`config.mk`:
```
export PLATFORM = sky130hd
export DESIGN_NAME = servo_pos_preset
export DESIGN_NICKNAME = d
export VERILOG_FILES = /design/src/rtl/servo_pos_pkg.sv /design/src/rtl/preset_edge_sync.sv /design/src/rtl/position_reg.sv /design/src/rtl/margin_counter.sv /design/src/rtl/servo_pos_preset.sv
export SDC_FILE = /design/constraint.sdc
export NUM_CORES = 1
export LEC_CHECK = 0
export BUFFER_PORTS_ARGS = -buffer_cell sky130_fd_sc_hd__buf_4
export CORE_AREA = 2 2 106 108
export CTS_CLUSTER_DIAMETER = 40
export DETAILED_ROUTE_END_ITERATION = 12
export DIE_AREA = 0 0 108 110
export SLEW_MARGIN = 5
export SYNTH_ARGS = -nofsm -noshare
export SYNTH_HDL_FRONTEND = slang
export SYNTH_SLANG_ARGS = --single-unit
```
`constraint.sdc`:
```
create_clock -name clk -period 3.3 [get_ports clk]
set_clock_uncertainty 0.2 [all_clocks]
set_input_delay 0 -clock clk [delete_from_list [all_inputs] [get_ports clk]]
set_output_delay 0 -clock clk [all_outputs]
set_load 0.005 [all_outputs]
```
`src/rtl/servo_pos_pkg.sv`:
```
package servo_pos_pkg;

    typedef enum logic [1:0] {
        MG_IDLE  = 2'd0,
        MG_COUNT = 2'd1,
        MG_HELD  = 2'd2
    } margin_state_e;

    typedef struct packed {
        logic valid;
        logic up;
    } step_t;

endpackage

```
`src/rtl/preset_edge_sync.sv`:
```
module preset_edge_sync #(
    parameter int SYNC_STAGES = 2
) (
    input  logic clk,
    input  logic rst,
    input  logic preset_raw,
    output logic rise
);
    logic [SYNC_STAGES-1:0] chain;
    logic                   prev_q;

    always_ff @(posedge clk) begin
        if (rst) chain[0] <= 1'b0;
        else     chain[0] <= preset_raw;
    end

    genvar g;
    generate
        for (g = 1; g < SYNC_STAGES; g++) begin : g_stage
            always_ff @(posedge clk) begin
                if (rst) chain[g] <= 1'b0;
                else     chain[g] <= chain[g-1];
            end
        end
    endgenerate

    always_ff @(posedge clk) begin
        if (rst) prev_q <= 1'b0;
        else     prev_q <= chain[SYNC_STAGES-1];
    end

    assign rise = chain[SYNC_STAGES-1] & ~prev_q;


    rise_single_chk: assert property (@(posedge clk) disable iff (rst)
        rise |=> !rise);

endmodule

```
`src/rtl/position_reg.sv`:
```
module position_reg
    import servo_pos_pkg::*;
#(
    parameter int POS_W     = 32,
    parameter int STATION_W = 15
) (
    input  logic                 clk,
    input  logic                 rst,
    input  logic                 load,
    input  logic [STATION_W-1:0] station,
    input  step_t                step,
    output logic [POS_W-1:0]     position
);
    localparam int PAD_W = POS_W - STATION_W;

    logic [POS_W-1:0] pos_q;

    always_ff @(posedge clk) begin
        if (rst)             pos_q <= '0;
        else if (load)       pos_q <= {{PAD_W{1'b0}}, station};
        else if (step.valid) pos_q <= step.up ? pos_q + 1'b1 : pos_q - 1'b1;
    end

    assign position = pos_q;


    load_value_chk: assert property (@(posedge clk) disable iff (rst)
        load |=> position == {{PAD_W{1'b0}}, $past(station)});


    step_move_chk: assert property (@(posedge clk) disable iff (rst)
        (!load && step.valid) |=>
            position == ($past(step.up) ? $past(position) + 1'b1
                                        : $past(position) - 1'b1));

endmodule

```
`src/rtl/margin_counter.sv`:
```
module margin_counter
    import servo_pos_pkg::*;
#(
    parameter int CNT_W = 16
) (
    input  logic             clk,
    input  logic             rst,
    input  logic             limsw,
    input  logic             index_pulse,
    input  logic             step_valid,
    output logic [CNT_W-1:0] count,
    output logic             done
);
    localparam logic [CNT_W-1:0] CNT_MAX = {CNT_W{1'b1}};

    margin_state_e    state_q;
    logic [CNT_W-1:0] cnt_q;
    logic             ls_q;
    logic             release_evt;

    assign release_evt = ls_q & ~limsw;

    always_ff @(posedge clk) begin
        if (rst) begin
            ls_q    <= 1'b0;
            cnt_q   <= '0;
            state_q <= MG_IDLE;
        end else begin
            ls_q <= limsw;
            if (release_evt) begin
                cnt_q   <= '0;
                state_q <= MG_COUNT;
            end else if (state_q == MG_COUNT) begin
                if (step_valid && cnt_q != CNT_MAX) cnt_q <= cnt_q + 1'b1;
                if (index_pulse) state_q <= MG_HELD;
            end
        end
    end

    assign count = cnt_q;
    assign done  = (state_q == MG_HELD);


    held_stable_chk: assert property (@(posedge clk) disable iff (rst)
        (done && !release_evt) |=> ($stable(count) && done));


    sat_hold_chk: assert property (@(posedge clk) disable iff (rst)
        (count == CNT_MAX && !release_evt) |=> count == CNT_MAX);

endmodule

```
`src/rtl/servo_pos_preset.sv`:
```
module servo_pos_preset
    import servo_pos_pkg::*;
#(
    parameter int POS_W       = 32,
    parameter int STATION_W   = 15,
    parameter int MARGIN_W    = 16,
    parameter int SYNC_STAGES = 2
) (
    input  logic                 clk,
    input  logic                 rst,
    input  logic                 step_valid,
    input  logic                 step_up,
    input  logic                 index_pulse,
    input  logic                 limsw_in,
    input  logic                 preset_in,
    input  logic                 preset_assigned,
    input  logic                 zero_speed,
    input  logic [STATION_W-1:0] station_num,
    input  logic                 abs_lost_set,
    output logic [POS_W-1:0]     position,
    output logic                 homed,
    output logic                 abs_lost_alarm,
    output logic                 limsw_det,
    output logic [MARGIN_W-1:0]  margin_count,
    output logic                 margin_done
);
    logic  preset_rise;
    logic  load;
    step_t step;
    logic  homed_q;
    logic  alarm_q;

    assign step = '{valid: step_valid, up: step_up};

    preset_edge_sync #(.SYNC_STAGES(SYNC_STAGES)) u_sync (
        .clk        (clk),
        .rst        (rst),
        .preset_raw (preset_in),
        .rise       (preset_rise)
    );

    assign load = preset_rise & zero_speed & preset_assigned;

    position_reg #(.POS_W(POS_W), .STATION_W(STATION_W)) u_pos (
        .clk      (clk),
        .rst      (rst),
        .load     (load),
        .station  (station_num),
        .step     (step),
        .position (position)
    );

    margin_counter #(.CNT_W(MARGIN_W)) u_margin (
        .clk         (clk),
        .rst         (rst),
        .limsw       (limsw_in),
        .index_pulse (index_pulse),
        .step_valid  (step_valid),
        .count       (margin_count),
        .done        (margin_done)
    );

    always_ff @(posedge clk) begin
        if (rst) begin
            homed_q <= 1'b0;
            alarm_q <= 1'b0;
        end else begin
            if (load) homed_q <= 1'b1;
            if (abs_lost_set) alarm_q <= 1'b1;
            else if (load)    alarm_q <= 1'b0;
        end
    end

    assign homed          = homed_q;
    assign abs_lost_alarm = alarm_q;
    assign limsw_det      = limsw_in;


    homed_sticky_chk: assert property (@(posedge clk) disable iff (rst)
        homed |=> homed);


    alarm_clear_chk: assert property (@(posedge clk) disable iff (rst)
        (preset_rise && zero_speed && preset_assigned && !abs_lost_set) |=> !abs_lost_alarm);


    no_load_slow_chk: assert property (@(posedge clk) disable iff (rst)
        (!zero_speed && !step_valid) |=> $stable(position));


    no_load_unassigned_chk: assert property (@(posedge clk) disable iff (rst)
        (!preset_assigned && !step_valid) |=> $stable(position));

endmodule

```
### Yosys cells after proc, flatten, opt, wreduce, memory -nomap -nowiden

Cells that the tools add are included.

| operators by class | value |
|---|---|
| $add $sub $neg | 3 |
| equality and inequality tests | 3 |
| mux-type cells | 8 |
| bitwise logic cells | 6 |
| reductions and logical operators | 10 |

Operators with widths:

| cell | count |
|---|---|
| $add A32 B1 Y32 const B | 1 |
| $mux W32 | 1 |
| $sub A32 B1 Y32 const B | 1 |
| $mux W15 | 2 |
| $add A16 B1 Y16 const B | 1 |
| $ne A16 B16 Y1 const B | 1 |
| $reduce_bool A2 Y1 | 4 |
| $reduce_and A2 Y1 | 3 |
| $mux W1 | 5 |
| $and A1 B1 Y1 | 4 |
| $reduce_or A2 Y1 | 2 |
| $eq A2 B1 Y1 const B | 1 |
| $eq A2 B2 Y1 const B | 1 |
| $not A1 Y1 | 2 |
| $logic_and A1 B1 Y1 | 1 |

| word-level totals | value |
|---|---|
| bits in registers | 56 |
| input bits | 25 |
| output and inout port bits | 52 |
| word-level logic and storage cells | 41 |

### Depth between registers and ports, before layout

| logic depth | value |
|---|---|
| depth in word-level cells | 6 |
| gate-level depth with buffers | 10 |
| gate-level depth less buffers | 9 |

### Modules after synthesis

A second synthesis with hierarchy kept.

| unflattened totals | value |
|---|---|
| cell total of the unflattened synthesis | 523 |
| area, all modules | 4231.6 µm² |

By module, submodules not included:

| module | instances | cells each | area each (µm²) | seq. area each (µm²) |
|---|---|---|---|---|
| position_reg | 1 | 395 | 3072.9 | 640.6 |
| margin_counter | 1 | 112 | 983.4 | 380.4 |
| preset_edge_sync | 1 | 7 | 87.6 | 60.1 |
| servo_pos_preset | 1 | 9 | 87.6 | 40.0 |

### Worst setup path before layout

OpenSTA, ideal clock, no wires.

| timing path | value |
|---|---|
| kind | in2reg |
| from | in step_up |
| to | reg u_pos.pos_q[22] (netlist: u_pos.position[22]) |
| library setup time | 0.122 ns |
| arrival time | 2.444 ns |
| data required time | 2.978 ns |
| setup slack | 0.534 ns |
| stages on the path | 10 |
| path buffers | 1 |
| cell sequence | inv_1 ha_1 buf_6 a21o_1 a21o_1 a221o_1 a21oi_4 o31ai_2 nor4b_4 a311o_1 |

| between the ends | value |
|---|---|
| word-level cells in the longest chain between the ends | 1 |

RTL lines:

| element | RTL line | RTL |
|---|---|---|
| from (decl) | servo_pos_preset.sv:12 | `input logic step_up,` |
| $mux W32 | position_reg.sv:21 | `else if (step.valid) pos_q <= step.up ? pos_q + 1'b1 : pos_q - 1'b1;` |
| to (signal assigned) | position_reg.sv:20 | `else if (load) pos_q <= {{PAD_W{1'b0}}, station};` |
| to (signal assigned) | position_reg.sv:21 |  |
| to (decl) | position_reg.sv:16 | `logic [POS_W-1:0] pos_q;` |

No other way between the ends.
A chain may end at the register's enable or synchronous reset.

### Worst setup path after layout

| timing path | value |
|---|---|
| from | in step_up |
| to | reg u_pos.pos_q[10] (netlist: u_pos.position[10]) |

| between the ends | value |
|---|---|
| word-level cells in the longest chain between the ends | 3 |

RTL lines:

| element | RTL line |
|---|---|
| $mux W32 | position_reg.sv:21 |
| $mux W15 | position_reg.sv:21 |
| $mux W15 | position_reg.sv:20 |

No other way between the ends. The select of a mux whose other input is x is not followed.

==> impl_metrics.yaml <==
critical_path:
  reg2reg_depth: 10
  required_ps: 3320
  cp-start-kind: "input pin"
  rrSetupSlack_ps: 250
  cp_num_cells: 12
  critPathKind: "in2reg"
  worstReg2RegEnd: "u_pos.position[10]$_SDFFE_PP0P_"
  critical-path-slowest-cell: "dlygate4sd3_1"
  crit_buf_inv: 4
  end_kind: "flip-flop"
  crit_path_end: "u_pos.position[10]$_SDFFE_PP0P_"
  arrival_ps: 3100
  cpPeakStageDelay_ps: 590
  cp-startpoint: "step_up"
  crit_fanout: 15
  cp_common_cell: "buf_4"
  critical_path.top_delay_family: "buffers and inverters"
  r2r-start: "u_pos.position[0]$_SDFFE_PP0P_"
  path_cells: "buf_4 > inv_1 > buf_4 > ha_1 > nor2b_1 > o2111ai_1 > nand2_1 > a31oi_1 > o21ai_0 > xnor2_1 > o22ai_1 > dlygate4sd3_1"
timing:
  slew_viol_final: 0
  fin_setup_tns_ps: 0
  relSlewSlack_pct: 44.8
  fmax_mhz: 325
  fin_crit_ps: 3070
  worst_slack_ps: 225
  rsz0062_at_grt: "false"
  hold_viol_final: 0
  setup_violations: 0
  finalCritPeriodShare_pct: 93.2
  worstMarginPinSlew_ps: 825
  hold_slack_ps: 106
cells_and_area:
  layout.nets: 677
  mostFrequentLayoutCell: "buf_4"
  num_antenna_cells: 0
  multi_input_area_um2: 2890
  drive_above_1_share_pct: 17.4
  syn2layout_area_growth_pct: 28.0
  largest_reg_flops: 32
  finish.utilization_pct: 49.9
  layout.cells.most_common_list: "buf_4, dfxtp_1, nor2_1"
  fillers: 1028
  regArea_um2: 1120
clock_tree:
  clk_pin_slew_ps: 110
  clk_path_buf_depth: 2
  clk_latency_ps: 320
  clkSinkCount: 56
  clk_root_buffer_cell: "clkbuf_8"
  htreeDepth: 2
  postCtsResizedCells: 0
  cts_buffers: 5
  postCtsSetupRepairBufs: 0
  cts_tree: "done"
global_routing:
  antenna_found_initial: 0
  grt_pass1_vias: 3932
  grt_first_pass_wirelength_um: 18900
  gr-total-overflow: 0
  grt_max_degree: 26
  grt_use_total_pct: 19.9
synth:
  async_reset_ff_share_pct: 0
  avgSynthCellArea_um2: 8.13
  yosysWarnings: 0
  synth_nets: 570
  syn_area_um2: 4170
  yosys.cell_types.count: 72
  synth-seq-cells: 56
  ys_seq_area_share_pct: 26.9
  synth_edf_count: 0
  synth_ff_type: "dfxtp_1"
  synth_cells: 513
floorplan:
  die_y_um: 110
  fp.coreArea_um2: 10700
  io-pin-count: 77
  design.die.area_um2: 11900
  rows: 38
  die-width_um: 108
  initial_utilization_pct: 39.0
placed_design:
  place.gp.congestion: 0.925
  port_buffers: 76
  dp.final_hpwl_um: 8650
  detailedPlace.worstSlack_ps: 209
routing:
  antenna_left: 0
  vias_per_cell: 5.47
  drt_drc_violations_left: 0
  drt_iter0_markers: 190
  dr.pass1.iters: 4
  via_count: 4159
  post_drt_wl_per_cell_um: 15.7
  wirelength_um: 11900
power_and_ir_drop:
  vdd_ir_drop_max_mv: 0.231
  power_density_nw_per_um2: 423
  leakage_nw: 2.37
run_status:
  status: "finished clean"
hold_path:
  hold_path_class: "in2reg"
flow_run:
  max_cap_viol_count: 0
==> power breakdown <==
group / leakage, nW / total [mW] / switching (mW) / internal, mW
Sequential: 0.459 / 0.820 / 0.0699 / 0.750
Combinational: 1.87 / 1.03 / 0.550 / 0.482
Clock: 0.0414 / 0.409 / 0.256 / 0.152
==> per-stage QoR <==
stage	total power [mW]	instance area [um^2]	std cells
3_5_place_dp	1.79	4850	713
3_3_place_gp	1.79	4850	713
2_1_floorplan	1.50	4170	513
5_1_grt	2.42	5340	761
4_1_cts	2.27	5340	761
6_report	2.26	5340	761
==> tightest hold or removal path, delay by kind of cell <==
family	cells	cell delay, ps
and+or+nand+nor	3	500
buffers and inverters	1	90
==> synthesized netlist by cell type (all sizes together), types with 7 or more instances <==
| library cell | count | area (um^2) |
|---|---|---|
| nand2 | 52 | 195 |
| clkbuf | 16 | 60.1 |
| nand3 | 18 | 90.1 |
| xor2 | 19 | 166 |
| nor2b | 10 | 62.6 |
| mux2i | 12 | 120 |
| a21oi | 43 | 234 |
| o21ai | 27 | 143 |
| o211ai | 7 | 52.6 |
| and3 | 11 | 73.8 |
| dfxtp | 56 | 1120 |
| ha | 31 | 388 |
| buf | 7 | 58.8 |
| inv | 11 | 41.3 |
| nor3 | 11 | 55.1 |
| a211oi | 14 | 118 |
| nor2 | 55 | 206 |
| nand4 | 10 | 68.8 |
| a21o | 13 | 97.6 |
| xnor2 | 11 | 96.3 |
==> repair_timing <==
| item | CTS | global route |
|---|---|---|
| hold endpoints to repair | 27 | 0 |
| setup endpoints to repair | 0 | 0 |
| hold buffers | 40 | 0 |
==> final cells by class <==
class,instances,area share (%)
inverters,12,0.844
repair buffers,123,19.2
flip-flops and latches,56,21.0
well taps,140,3.28
clock inverters,2,0.305
multi-input cells,422,54.0
clock buffers,6,1.36
==> worst min-delay path by stage <==
stage | startpoint | cells past startpoint | slack (ps) | end
after floorplan | limsw_in | 1 | -120 | limsw_det
after global placement | limsw_in | 2 | -7 | limsw_det
after detailed placement | limsw_in | 2 | -7 | limsw_det
after CTS | zero_speed | 4 | 100 | u_pos.position[15]$_SDFFE_PP0P_
after global routing | zero_speed | 4 | 130 | u_pos.position[15]$_SDFFE_PP0P_
final | zero_speed | 4 | 110 | u_pos.position[15]$_SDFFE_PP0P_
==> routing by layer <==
metal,global-route usage [%],routed length (um),part of all wire [%]
met4,6.41,197,1.7
met5,0,0,0
met1,25.3,5520,46
met3,3.70,607,5.1
met2,34.2,5610,47
==> kinds of logic after synthesis <==
family	synth area share, %
and+or+nand+nor	24.9
AOI/OAI and AO/OA	25.1
DFF	26.9
buffers and inverters	3.93
adders and majority gates	9.78
xor gates and xnor gates	6.30
muxes	3.15
No activity file was read; power rests on OpenSTA's default activity.
